[config.mk]
export PLATFORM = sky130hd
export DESIGN_NAME = prio_irq_ctrl
export DESIGN_NICKNAME = d
export VERILOG_FILES = /design/src/rtl/pic_pkg.sv /design/src/rtl/pic_trig.sv /design/src/rtl/pic_pick.sv /design/src/rtl/pic_regs.sv /design/src/rtl/prio_irq_ctrl.sv
export SDC_FILE = /design/constraint.sdc
export NUM_CORES = 1
export LEC_CHECK = 0
export BUFFER_PORTS_ARGS = -buffer_cell sky130_fd_sc_hd__buf_4
export CAP_MARGIN = 0
export CORE_MARGIN = 3
export CORE_UTILIZATION = 49
export CTS_CLUSTER_SIZE = 10
export DETAILED_ROUTE_END_ITERATION = 7
export PLACE_DENSITY = 0.68
export SETUP_SLACK_MARGIN = 0.05
export SLEW_MARGIN = 20
export SYNTH_ARGS = -nofsm -noshare
export SYNTH_HDL_FRONTEND = slang
export SYNTH_SLANG_ARGS = --single-unit
[constraint.sdc]
create_clock -name clk -period 28.2 [get_ports clk]
set_clock_uncertainty 0.05 [all_clocks]
set_input_delay 1.41 -clock clk [delete_from_list [all_inputs] [get_ports clk]]
set_output_delay 1.41 -clock clk [all_outputs]
set_load 0.01 [all_outputs]
[src/rtl/pic_pkg.sv]
// Shared constants and helpers for the priority interrupt controller.
// Assumes source order: timer, DMA channels, external pins.
package pic_pkg;
    localparam int NDMA     = 2;
    localparam int NEXT     = 4;
    localparam int NINT     = 1 + NDMA;          // internal sources
    localparam int NSRC     = NINT + NEXT;
    localparam int NCAS     = 2;                 // external words with mode bits
    localparam int PW       = 3;                 // priority width
    localparam int TW       = 5;                 // vector type width
    localparam int AW       = 4;
    localparam int DW       = 16;
    localparam int SIW      = $clog2(NSRC);
    localparam int MASK_BIT = PW;
    localparam int LTM_BIT  = PW + 1;
    localparam int CAS_BIT  = PW + 2;
    localparam int SFN_BIT  = PW + 3;
    localparam int EOI_NS_BIT = DW - 1;
    localparam int ADDR_MASK  = NSRC;
    localparam int ADDR_EOI   = NSRC + 1;
    localparam int TYPE_TMR   = 8;

    // Vector type of source index: timer 8, others 10 upward.
    function automatic logic [TW-1:0] src_type(input logic [SIW-1:0] idx);
        if (idx == '0) return TW'(TYPE_TMR);
        return TW'(idx) + TW'(TYPE_TMR + 1);
    endfunction
endpackage

[src/rtl/pic_trig.sv]
// Trigger stage for one external pin: level or edge detection.
// Assumes the pin is already synchronous to clk. In edge mode a request
// exists from the rising edge until acknowledge or until the pin falls.
module pic_trig (
    input  logic clk,
    input  logic rst_n,
    input  logic line_i,
    input  logic level_i,
    input  logic enable_i,
    input  logic ack_i,
    output logic req_o
);
    logic prev_q;
    logic armed_q;
    logic rise;

    assign rise = line_i & ~prev_q;

    // Track previous pin value and the armed edge state.
    always_ff @(posedge clk) begin
        if (!rst_n) begin
            prev_q  <= 1'b1;
            armed_q <= 1'b0;
        end else begin
            prev_q <= line_i;
            if (ack_i || !line_i)
                armed_q <= 1'b0;
            else if (rise)
                armed_q <= 1'b1;
        end
    end

    // Request: live level, or an edge still held high.
    always_comb begin
        if (level_i)
            req_o = enable_i & line_i;
        else
            req_o = enable_i & line_i & (armed_q | rise);
    end
endmodule

[src/rtl/pic_pick.sv]
// Finds the valid entry with the lowest priority value; ties go to the
// lowest index. Pure combinational, N small.
module pic_pick #(
    parameter int N  = 7,
    parameter int PW = 3,
    parameter int IW = $clog2(N)
) (
    input  logic [N-1:0]    valid_i,
    input  logic [N*PW-1:0] prio_i,
    output logic            found_o,
    output logic [IW-1:0]   idx_o,
    output logic [PW-1:0]   prio_o
);
    // Linear scan keeps the earlier index on equal priority.
    always_comb begin
        found_o = 1'b0;
        idx_o   = '0;
        prio_o  = '1;
        for (int i = 0; i < N; i++) begin
            if (valid_i[i] && (!found_o || prio_i[i*PW +: PW] < prio_o)) begin
                found_o = 1'b1;
                idx_o   = IW'(i);
                prio_o  = prio_i[i*PW +: PW];
            end
        end
    end
endmodule

[src/rtl/pic_regs.sv]
// Register file: control words, aliased mask view, end-of-interrupt decode.
// Assumes one write per cycle; reads are combinational on the address.
module pic_regs
    import pic_pkg::*;
(
    input  logic             clk,
    input  logic             rst_n,
    input  logic             wr_en_i,
    input  logic [AW-1:0]    addr_i,
    input  logic [DW-1:0]    wdata_i,
    output logic [DW-1:0]    rdata_o,
    output logic [NSRC*PW-1:0] prio_o,
    output logic [NSRC-1:0]  mask_o,
    output logic [NEXT-1:0]  ltm_o,
    output logic             hi_dis_o,
    output logic             eoi_we_o,
    output logic             eoi_ns_o,
    output logic [TW-1:0]    eoi_type_o
);
    logic [PW-1:0]   prio_q [NSRC];
    logic [NSRC-1:0] mask_q;
    logic [NEXT-1:0] ltm_q;
    logic [NCAS-1:0] cas_q;
    logic [NCAS-1:0] sfn_q;
    logic            wdata_spare_unused;

    assign wdata_spare_unused = ^wdata_i[EOI_NS_BIT-1:SFN_BIT+1];

    // Write path: one storage bit per mask, reachable from two addresses.
    always_ff @(posedge clk) begin
        if (!rst_n) begin
            for (int i = 0; i < NSRC; i++) prio_q[i] <= '1;
            mask_q <= '1;
            ltm_q  <= '0;
            cas_q  <= '0;
            sfn_q  <= '0;
        end else if (wr_en_i) begin
            for (int i = 0; i < NSRC; i++) begin
                if (addr_i == AW'(i)) begin
                    prio_q[i] <= wdata_i[PW-1:0];
                    mask_q[i] <= wdata_i[MASK_BIT];
                end
            end
            for (int j = 0; j < NEXT; j++)
                if (addr_i == AW'(NINT + j)) ltm_q[j] <= wdata_i[LTM_BIT];
            for (int j = 0; j < NCAS; j++) begin
                if (addr_i == AW'(NINT + j)) begin
                    cas_q[j] <= wdata_i[CAS_BIT];
                    sfn_q[j] <= wdata_i[SFN_BIT];
                end
            end
            if (addr_i == AW'(ADDR_MASK)) mask_q <= wdata_i[NSRC-1:0];
        end
    end

    // Read path: unused bits and the command register return zero.
    always_comb begin
        rdata_o = '0;
        for (int i = 0; i < NSRC; i++) begin
            if (addr_i == AW'(i)) begin
                rdata_o[PW-1:0]    = prio_q[i];
                rdata_o[MASK_BIT]  = mask_q[i];
            end
        end
        for (int j = 0; j < NEXT; j++)
            if (addr_i == AW'(NINT + j)) rdata_o[LTM_BIT] = ltm_q[j];
        for (int j = 0; j < NCAS; j++) begin
            if (addr_i == AW'(NINT + j)) begin
                rdata_o[CAS_BIT] = cas_q[j];
                rdata_o[SFN_BIT] = sfn_q[j];
            end
        end
        if (addr_i == AW'(ADDR_MASK)) rdata_o[NSRC-1:0] = mask_q;
    end

    generate
        for (genvar g = 0; g < NSRC; g++) begin : g_prio
            assign prio_o[g*PW +: PW] = prio_q[g];
        end
    endgenerate

    assign mask_o     = mask_q;
    assign ltm_o      = ltm_q;
    assign hi_dis_o   = |cas_q | |sfn_q;
    assign eoi_we_o   = wr_en_i && (addr_i == AW'(ADDR_EOI));
    assign eoi_ns_o   = wdata_i[EOI_NS_BIT];
    assign eoi_type_o = wdata_i[TW-1:0];
endmodule

[src/rtl/prio_irq_ctrl.sv]
// Top: pending and in-service tracking, arbitration against the in-service
// level, acknowledge and end-of-interrupt handling.
// Assumes all inputs synchronous to clk and ack_i is a single-cycle pulse.
module prio_irq_ctrl
    import pic_pkg::*;
(
    input  logic            clk,
    input  logic            rst_n,
    input  logic            tmr_req_i,
    input  logic [NDMA-1:0] dma_req_i,
    input  logic [NEXT-1:0] ext_i,
    input  logic            bus_we_i,
    input  logic [AW-1:0]   bus_addr_i,
    input  logic [DW-1:0]   bus_wdata_i,
    output logic [DW-1:0]   bus_rdata_o,
    output logic            irq_o,
    input  logic            ack_i,
    output logic [TW-1:0]   vec_o
);
    logic [NSRC*PW-1:0] prio;
    logic [NSRC-1:0]    mask_q;
    logic [NEXT-1:0]    ltm;
    logic               hi_dis;
    logic               eoi_we;
    logic               eoi_ns;
    logic [TW-1:0]      eoi_type;

    logic [NINT-1:0]    int_pend_q;
    logic [NEXT-1:0]    ext_req;
    logic [NSRC-1:0]    src_req;
    logic [NSRC-1:0]    isr_q;
    logic [NSRC-1:0]    eoi_clr;
    logic [NSRC-1:0]    ack_sel;
    logic [TW-1:0]      vec_q;

    logic               win_found;
    logic [SIW-1:0]     win_idx;
    logic [PW-1:0]      win_prio;
    logic [TW-1:0]      win_type;
    logic               isr_found;
    logic [SIW-1:0]     isr_idx;
    logic [PW-1:0]      isr_prio;
    logic [PW:0]        isr_level;
    logic               ack_take;

    pic_regs u_regs (
        .clk        (clk),
        .rst_n      (rst_n),
        .wr_en_i    (bus_we_i),
        .addr_i     (bus_addr_i),
        .wdata_i    (bus_wdata_i),
        .rdata_o    (bus_rdata_o),
        .prio_o     (prio),
        .mask_o     (mask_q),
        .ltm_o      (ltm),
        .hi_dis_o   (hi_dis),
        .eoi_we_o   (eoi_we),
        .eoi_ns_o   (eoi_ns),
        .eoi_type_o (eoi_type)
    );

    // One trigger stage per external pin; upper pins gated by mode bits.
    generate
        for (genvar g = 0; g < NEXT; g++) begin : g_ext
            logic pin_en;
            if (g < NCAS) begin : g_always
                assign pin_en = 1'b1;
            end else begin : g_gated
                assign pin_en = ~hi_dis;
            end
            pic_trig u_trig (
                .clk      (clk),
                .rst_n    (rst_n),
                .line_i   (ext_i[g]),
                .level_i  (ltm[g]),
                .enable_i (pin_en),
                .ack_i    (ack_sel[NINT+g]),
                .req_o    (ext_req[g])
            );
        end
    endgenerate

    assign src_req = {ext_req, int_pend_q};

    pic_pick #(.N(NSRC), .PW(PW), .IW(SIW)) u_win (
        .valid_i (src_req & ~mask_q),
        .prio_i  (prio),
        .found_o (win_found),
        .idx_o   (win_idx),
        .prio_o  (win_prio)
    );

    pic_pick #(.N(NSRC), .PW(PW), .IW(SIW)) u_isr (
        .valid_i (isr_q),
        .prio_i  (prio),
        .found_o (isr_found),
        .idx_o   (isr_idx),
        .prio_o  (isr_prio)
    );

    // In-service level; one above the lowest priority when nothing is active.
    assign isr_level = isr_found ? {1'b0, isr_prio} : {1'b1, {PW{1'b0}}};
    assign irq_o     = win_found && ({1'b0, win_prio} < isr_level);
    assign win_type  = src_type(win_idx);
    assign ack_take  = ack_i & irq_o;
    assign ack_sel   = ack_take ? (NSRC'(1) << win_idx) : '0;

    // Decode which in-service bit an end-of-interrupt command clears.
    always_comb begin
        eoi_clr = '0;
        if (eoi_we) begin
            if (eoi_ns) begin
                if (isr_found) eoi_clr[isr_idx] = 1'b1;
            end else begin
                for (int i = 0; i < NSRC; i++)
                    if (eoi_type == src_type(SIW'(i))) eoi_clr[i] = 1'b1;
            end
        end
    end

    // Pending, in-service and vector state.
    always_ff @(posedge clk) begin
        if (!rst_n) begin
            int_pend_q <= '0;
            isr_q      <= '0;
            vec_q      <= '0;
        end else begin
            int_pend_q <= (int_pend_q & ~ack_sel[NINT-1:0]) | {dma_req_i, tmr_req_i};
            isr_q      <= (isr_q & ~eoi_clr) | ack_sel;
            if (ack_take) vec_q <= win_type;
        end
    end

    assign vec_o = vec_q;
endmodule

---- Yosys cells after proc, flatten, opt, wreduce, memory -nomap -nowiden ----
Memories as Yosys holds them, arrays and structs flattened.
Index checks and enable logic that the tools add are counted.
operators by class
  order comparisons ....................... 15
  $add $sub $neg .......................... 1
  muxes and demuxes ....................... 124
  bitwise gates (word level) .............. 37
  reductions and logical operators ........ 73
  eq/ne operators ......................... 15
  shift operators ......................... 1
operator list
  cell                                                               count
  3-bit two-way mux                                                  27
  1-bit two-way mux                                                  72
  7-bit two-way mux                                                  6
  3-bit less-than comparator                                         12
  4-bit two-way mux                                                  8
  5-bit by 4-bit == test with 1-bit output, second input constant    6
  2-bit AND reduction                                                11
  5-bit two-way mux                                                  4
  4-bit by 3-bit == test with 1-bit output, second input constant    4
  1-bit zero test                                                    16
  1-bit logical OR                                                   16
  1-bit logical AND                                                  15
  7-bit bitwise AND                                                  2
  7-bit NOT                                                          2
  2-bit nonzero test                                                 7
  2-bit two-way mux                                                  6
  1-bit bitwise OR                                                   12
  2-bit OR reduction                                                 6
  1-bit bitwise AND                                                  11
  4-bit by 2-bit == test with 1-bit output, second input constant    2
  7-bit bitwise OR                                                   1
  1-bit by 3-bit left shift with 7-bit output, first input constant  1
  1-bit NOT                                                          6
  3-bit by 4-bit adder with 5-bit output, second input constant      1
  12 further kinds                                                   12
word-level totals
  input port bits ......................... 31
  memory bits (writable) .................. 21
  memories ................................ 1
  register bits ........................... 38
  logic and storage cells ................. 293
  output and inout bits ................... 22
memories
  memory         depth  width  rd ports  clocked after memory_dff  wr ports  line            source
  u_regs.prio_q  7      3      7         0                         7         pic_regs.sv:20  logic [PW-1:0] prio_q [NSRC];

---- Longest topological paths before layout ----
Gate-level depths: netlist of the first run.
  depth after elaboration ................. 39
  mapped depth ............................ 54
  depth with buffers taken out ............ 52

---- Cells and area by module ----
From an unflattened synthesis of the first run, not the netlist that was laid out.
unflattened totals
  cell total of the unflattened synthesis .. 650
  area total of the unflattened synthesis .. 5,372.7 um^2
modules (own cells, without submodules)
  module            seq. area each (um^2)  cells an instance  times used  area each (um^2)
  pic_regs          930.9                  232                1           2,215.9
  prio_irq_ctrl     300.3                  121                1           979.7
  pic_pick (u_win)  0.0                    139                1           942.2
  pic_pick (u_isr)  0.0                    122                1           889.6
  pic_trig          40.0                   9                  4           86.3

---- Least setup slack after synthesis of the first run ----
OpenSTA, ideal clock, no wires.
  path type ............................... reg-to-output
  start ................................... reg u_regs.mask_q[0] (netlist: u_regs.mask_o[0])
  end ..................................... out irq_o
  cell stages (with the launch flop) ...... 48
  path slack .............................. 16.955 ns
  arrival ................................. 9.785 ns
  buffers on the path ..................... 1
  path through ............................ dfxtp_1 nand2b_1 buf_2 nor2_1 ha_1 a31oi_1 a21o_1 nand2_1 mux2_2 ha_1 o21ai_0 a31oi_1 nor2_1 a31oi_1 mux2_2 ha_1 o311a_1 a41o_1 [... 12 more ...] nand2_1 a2111oi_0 a31oi_1 a21oi_1 mux2i_1 ha_1 a21oi_1 nor2_1 nor3_1 inv_1 o21ai_1 mux2i_1 ha_1 or4_1 nor2_1 o21ai_0 o22ai_2 o21a_1
on the way
  word-level cells in the longest chain between the ends .. 29
  elaborated cells between the ends (all ways) .. 42
  those cells by class .................... 7 x order compare; 14 x mux; 2 x bitwise; 19 x reduce/logical
RTL lines
  what                                                                  line                  source
  start, declared                                                       pic_regs.sv:21        logic [NSRC-1:0] mask_q;
  start signal, assigned by index                                       pic_regs.sv:41        mask_q[i] <= wdata_i[MASK_BIT];
  start signal, assigned                                                pic_regs.sv:52        if (addr_i == AW'(ADDR_MASK)) mask_q <= wdata_i[NSRC-1:0];
  7-bit NOT (*)                                                         prio_irq_ctrl.sv:86   .valid_i (src_req & ~mask_q),
  7-bit bitwise AND (*)                                                 prio_irq_ctrl.sv:86
  3-bit two-way mux / 1-bit two-way mux (equally long branches)         pic_pick.sv:20        if (valid_i[i] && (!found_o || prio_i[i*PW +: PW] < prio_o)) begin
  3-bit less-than comparator / 1-bit zero test (equally long branches)  pic_pick.sv:20
  1-bit logical OR                                                      pic_pick.sv:20
  1-bit logical AND                                                     pic_pick.sv:20
  3-bit two-way mux / 1-bit two-way mux (equally long branches)         pic_pick.sv:20
  3-bit less-than comparator / 1-bit zero test (equally long branches)  pic_pick.sv:20
  [... 13 more ...]                                                     --
  1-bit logical AND                                                     pic_pick.sv:20
  3-bit two-way mux / 1-bit two-way mux (equally long branches)         pic_pick.sv:20
  3-bit less-than comparator / 1-bit zero test (equally long branches)  pic_pick.sv:20
  1-bit logical OR                                                      pic_pick.sv:20
  1-bit logical AND                                                     pic_pick.sv:20
  3-bit two-way mux                                                     pic_pick.sv:20
  3-bit by 4-bit less-than comparator with 1-bit output                 prio_irq_ctrl.sv:103  assign irq_o = win_found && ({1'b0, win_prio} < isr_level);
  1-bit logical AND (*)                                                 prio_irq_ctrl.sv:103
  end, declared                                                         prio_irq_ctrl.sv:16   output logic irq_o,
Mark *: on every way between the ends. The rest lies on a longest branch, timed or not.

---- Final worst setup path of the first run ----
Ends and elaborated chain as after synthesis.

==> key figures, run 1 <==
Global route
  • Initial antenna violation count: 0
  • Gr ovfl total: 0
  • Vias in the first global route: approximately 4800
  • Largest net degree at the start of global routing: 40
  • First-pass GRT wire length: ~24000 um
  • Total GRT Usage: 0.269

Finish
  • Final #Nets: roughly 710
  • Final core occ: 0.557
  • Area of the multi-input gates: around 3300 um^2
  • Share of layout cells above drive strength 1: 0.130
  • Synth-to-layout area growth: 9.52%
  • Antenna Cells: 0
  • FF/Latch Area: approximately 1400 um^2
  • Post-Layout Cell Count: a little under 800
  • Fill count: 922

Pwr
  • P_int: roughly 150 uW
  • Leakage: around 0.0022 uW
  • Switching share of power: 0.298
  • Clock share of power: 0.374
  • Peak VDD IR: roughly 0.000042 V
  • PwrDens: about 38 nW/um^2
  • Pwr Total: roughly 210 uW
  • Flop pwr share: 0.466
  • Logic gate share of total power: 0.159
  • P_sw: ~63 uW

Timing
  • Final Slew Violations: 0
  • Worst Tran Pin Value: 0.798 ns
  • RSZ-0062 raised after global routing: false
  • Crit path time final: around 14 ns
  • Total negative setup slack: 0 ns
  • Rel. slew slack: 0.466
  • Fmax: approximately 0.073 GHz
  • Final period utilization: 0.487
  • Final hold violations: 0
  • # setup viols final: 0

CTS
  • CTS buffer count: 9
  • Hold_buf cts: 0
  • Post-CTS sizing: 0
  • Sink Count: slightly below 60
  • Worst-Skew Late Latency: 0.35 ns
  • CTS tree: built
  • CTS clk-pin slew, worst paths: 0.07 ns
  • Clock buffer depth: 2
  • Setup repair bufs after CTS: 0
  • Clock Tree Root: clkbuf_8
  • CTS H-tree lvls: 3

Detailed routing
  • DR WL/cell: around 19 um
  • Starting DRT DRC Count: ~470
  • Via count: 5019
  • Final ANT Viol Nets: 0
  • First-pass iteration count of the detailed router: 5
  • Drc violations: 0
  • Post-Route WL: 14900 um
  • Detailed-route vias per instance: roughly 6.3

Critical path
  • CP delay by family, top: compound AO/OA/AOI/OAI gates
  • Worst setup path start: u_regs.mask_o[0]$_SDFFE_PN1P_
  • Crit. End Element: output port
  • RR Endpoint: vec_o[1]$_SDFFE_PN0P_
  • WP buf/inv: 4
  • Crit-path max FO: 8
  • CP required: roughly 27 ns
  • CP peak stage delay: ~0.56 ns
  • Crit Path Class: reg2out
  • Reg2Reg Setup Slack: around 16 ns
  • FF-to-FF path depth: 48
  • Slowest stage cell, crit path: a21oi_1
  • Reg-to-reg startpoint: u_regs.mask_o[0]$_SDFFE_PN1P_
  • Critical path startpoint category: register
  • Most used cell, CP: ha_1
  • Worst Path Arrival: 12.28 ns
  • Worst Setup EP: irq_o
  • CP Depth: 47

Placement
  • Placer Congestion: 1.01
  • I/O Buffers: 35
  • Hpwl dp: around 12000 um
  • Dpl cells: between 700 and 800

Worst hold path
  • Hold path depth: 2
  • Hold Crit Class: reg2reg

Yosys
  • Top-count cell post-synth: nand2_1
  • Ys async rst share: 0
  • Synth Instances: 633
  • Synthesis-stage register bit count: slightly below 60
  • EDFF count, synth: 21
  • Synth unique cells: 84
  • Synth area leader: dfxtp_1
  • Top FF cell, synth: dfxtp_1
  • Syn Area/Cell: 7.93 um^2
  • Cell Area, Synth: 5020 um^2
  • Part of the Yosys area used for sequential elements: 0.277
  • Area contributors post-synth: dfxtp_1 (15%), edfxtp_1 (13%), ha_1 (6.2%), nand2_1 (5.6%), a21oi_1 (3.7%)
  • Warning count from the yosys run: 0
  • Synth top area share: 0.152
  • Synth top cells by count: nand2_1 (75), nor2_1 (49), dfxtp_1 (38), a21oi_1 (37), o21ai_0 (37)

Floorplanning
  • Core Rows: 36
  • Die Width: between 100 and 150 um
  • Die area: between 10000 and 15000 um^2
  • Top Ports: 53
  • Initial Utilization: 0.509
  • Die Ht: about 110 um
  • Core region area: between 9000 and 10000 um^2

Run
  • Max_cap viols: 0

Status
  • Status: completed
[worst min-delay path, cell delays in order, from the launching register on]
cell     delay, ns
dfxtp_1       0.31
nand2_1       0.05
mux2i_1       0.05
[state kept, by name, summed over array words and instances, names as in the netlist]
name                  cells
g_ext.u_trig.armed_q      4
g_ext.u_trig.prev_q       4
int_pend_q                3
isr_q                     7
u_regs.cas_q              2
u_regs.ltm_o              4
u_regs.mask_o             7
u_regs.prio_q            21
u_regs.sfn_q              2
vec_o                     5
[cells by family after synthesis]
group           count (synthesis)  synth area share
compound gates                200             0.279
xor+xnor                        2           0.00349
fa+ha+maj                      28            0.0685
buf+inv                        68            0.0653
flops                          59             0.277
mux                            25            0.0553
other cells                     1          0.000747
simple gates                  250             0.251
[area by class of cell]
| class | instances | share of cell area |
|---|---|---|
| Timing Repair Buffer | 36 | 0.0492 |
| Inverter | 36 | 0.0246 |
| Sequential cell | 59 | 0.253 |
| Clock buffer | 11 | 0.0316 |
| Multi-Input combinational cell | 514 | 0.606 |
| Clock inverter | 5 | 0.00546 |
| Tap cell | 133 | 0.0303 |
[power by group through the flow]
stage	Sequential (uW)	Combinational, uW	Clock, uW
after global routing	98.2	37.0	82.6
after floorplan	96.2	24.1	0
after detailed placement	99.5	32.8	0
after global placement	99.3	32.0	0
final	97.9	33.4	78.5
after CTS	97.6	32.9	79.0
[cell usage in the layout (no fill, tap or decap), drive strengths merged, types with 4 or more instances in the layout]
master,count
nor2,49
inv,37
conb,9
nand2,75
nand2b,29
nor3b,6
a211oi,4
o211ai,7
ha,25
a21o,7
nand3,30
o2111ai,4
mux2,6
mux2i,19
a211o,7
a22oi,10
buf,36
o311ai,4
nand3b,4
clkinv,4
o21a,9
dfxtp,38
a221oi,5
a31oi,15
o21ai,41
a22o,4
nor3,13
edfxtp,21
and3,5
clkbuf,11
a31o,4
nor4,4
o22ai,11
and2,5
nor2b,12
a21oi,39
[worst min path at each step]
stage | slack [ns] | endpoint | from
floorplan | 0.40 | u_regs.sfn_q[1]$_SDFFE_PN0P_ | u_regs.sfn_q[1]$_SDFFE_PN0P_
global placement | 0.39 | vec_o[1]$_SDFFE_PN0P_ | vec_o[1]$_SDFFE_PN0P_
detailed placement | 0.41 | vec_o[3]$_SDFFE_PN0P_ | vec_o[3]$_SDFFE_PN0P_
CTS | 0.42 | vec_o[1]$_SDFFE_PN0P_ | vec_o[1]$_SDFFE_PN0P_
global route | 0.45 | vec_o[4]$_SDFFE_PN0P_ | vec_o[4]$_SDFFE_PN0P_
finish | 0.41 | vec_o[4]$_SDFFE_PN0P_ | vec_o[4]$_SDFFE_PN0P_
[routing by layer]
metal	GRT usage	vias to the layer above	wire length [um]
met3	0.0421	31	1090
met5	0	-	0
met4	0.0886	0	309
met2	0.459	219	7300
li1	-	2384	-
met1	0.345	2385	6210
[metrics by stage]
step	instance area, um^2	hold WS, ns	setup slack, ns
global route	5500	0.445	13.41
detailed placement	5290	0.406	15.06
finish	5500	0.414	14.46
floorplan	5050	0.399	16.96
global placement	5290	0.395	15.11
CTS	5500	0.417	14.60
No activity file was read; power rests on OpenSTA's default activity.
==> run 2: changes to the inputs <==
clock period = 14.1 ns   (was 28.2 ns; I/O delays follow)
==> key figures, run 2 (synthesis results as in run 1) <==
Timing
  • Final Slew Violations: 0
  • Rel. slew slack: 0.479
  • RSZ-0062 raised after global routing: false
  • Final period utilization: 0.915
  • Worst Tran Pin Value: 0.779 ns
  • Final hold violations: 0
  • Fmax: 0.0775 GHz
  • # setup viols final: 0
  • Total negative setup slack: 0 ns
  • Crit path time final: between 10 and 15 ns

Placement
  • Area after DPL: around 5300 um^2
  • I/O Buffers: 35
  • Placer Congestion: roughly 0.96
  • Hpwl dp: 11600 um

Floorplanning
  • Die area: between 10000 and 15000 um^2
  • Initial Utilization: 0.509
  • Top Ports: between 50 and 60
  • Core region area: 9860 um^2
  • Die Width: about 110 um
  • Core Rows: 36
  • Die Ht: 107 um

Critical path
  • Slowest stage cell, crit path: a21oi_1
  • FF-to-FF path depth: 47
  • Crit Path Class: reg2out
  • Crit. End Element: output port
  • RR Endpoint: vec_o[1]$_SDFFE_PN0P_
  • CP Depth: 47
  • CP peak stage delay: 0.55 ns
  • Worst setup path start: u_regs.mask_o[0]$_SDFFE_PN1P_
  • Reg2Reg Setup Slack: roughly 1.8 ns
  • Reg-to-reg startpoint: u_regs.mask_o[0]$_SDFFE_PN1P_
  • Crit-path max FO: 8
  • Worst Path Arrival: between 10 and 15 ns
  • Critical path startpoint category: register
  • CP delay by family, top: compound AO/OA/AOI/OAI gates
  • CP required: 13.35 ns
  • Most used cell, CP: ha_1
  • WP buf/inv: 4

CTS
  • Post-CTS sizing: 0
  • Hold_buf cts: 0
  • Worst-Skew Late Latency: around 0.35 ns
  • Clock buffer depth: 2
  • CTS tree: built
  • Clock Tree Root: clkbuf_8
  • CTS H-tree lvls: 3
  • Setup repair bufs after CTS: 0
  • Sink Count: 59
  • CTS buffer count: 9
  • CTS clk-pin slew, worst paths: around 0.070 ns

Worst hold path
  • Hold Crit Endpoint: vec_o[1]$_SDFFE_PN0P_
  • Hold Crit Class: reg2reg
  • Hold path start: vec_o[1]$_SDFFE_PN0P_
  • Hold path depth: 2

Pwr
  • PwrDens: ~80 nW/um^2
  • Leakage: between 0.002 and 0.0025 uW
  • Pwr Total: around 430 uW
  • Peak VDD IR: approximately 0.000052 V

Run
  • Max_cap viols: 0

Global route
  • Gr ovfl total: 0
  • First-pass GRT wire length: approximately 23000 um
  • Largest net degree at the start of global routing: 40
  • Total GRT Usage: 0.258
  • Initial antenna violation count: 0
  • Vias in the first global route: roughly 4700

Detailed routing
  • DR WL/cell: roughly 18 um
  • Drc violations: 0
  • Starting DRT DRC Count: 360
  • Final ANT Viol Nets: 0
  • Via count: just under 5000
  • Detailed-route vias per instance: approximately 6.2
  • Post-Route WL: roughly 15000 um
  • First-pass iteration count of the detailed router: 6

Finish
  • Antenna Cells: 0
  • Most flop-heavy register: u_regs.prio_q
  • Commonest non-fill, non-tap cell in the layout: nand2_1
  • Final core occ: 0.559
  • Share of layout cells above drive strength 1: 0.130
  • Final #Nets: roughly 710
  • Largest register FFs: 21
  • Post-route cell area: approximately 5500 um^2
  • Most frequent cells in the layout: nand2_1 (75), nor2_1 (49), dfxtp_1 (38)
  • Synth-to-layout area growth: 9.82%

Status
  • Status: completed
-- run 2: power breakdown --
| part | total, uW | internal [uW] | switching (uW) | leakage [uW] |
|---|---|---|---|---|
| Combinational | 66.6 | 26.4 | 40.2 | 0.00158 |
| Clock | 168 | 97.3 | 71.1 | 0.000115 |
| Sequential | 196 | 183 | 12.5 | 0.000520 |
| Total | 431 | 307 | 124 | 0.00221 |
-- run 2: layout make-up --
type / instances / area (um^2)
multi-input combinational: 514 / 3330
timing repair buffer: 36 / 270
clock buffer: 11 / 163
fill: 910 / 4350
tap: 133 / 166
inverter: 36 / 135
sequential: 59 / 1390
clock inverter: 5 / 56.3
-- run 2: how the worst max path moves through the flow --
| stage | to | slack [ns] |
|---|---|---|
| after detailed placement | irq_o | 1.71 |
| after floorplan | irq_o | 3.56 |
| after global routing | irq_o | 0.27 |
| after CTS | irq_o | 1.29 |
| final | irq_o | 1.20 |
| after global placement | irq_o | 1.78 |
-- run 2: stage by stage --
step           cells  hold WS (ns)  setup WS (ns)
4_1_cts          794         0.417           1.29
3_5_place_dp     778         0.407           1.71
3_3_place_gp     778         0.395           1.78
6_report         794         0.410           1.20
5_1_grt          794         0.443          0.267
2_1_floorplan    641         0.399           3.56
-- run 2: worst register-to-register path: cells and delay by family, from the launching register on --
kind | cells | cell delay, ns
compound gates | 19 | 4.71
fa+ha+maj | 7 | 2.09
buf+inv | 3 | 0.26
flops | 1 | 0.49
mux | 7 | 2.21
simple gates | 11 | 2.41
-- run 2: routing by layer --
metal / up-vias / global-route usage / part of all wire
li1: 2393 / - / -
met2: 179 / 0.437 / 0.48
met1: 2318 / 0.325 / 0.42
met3: 38 / 0.0470 / 0.067
met4: 0 / 0.0995 / 0.030
met5: - / 0 / 0
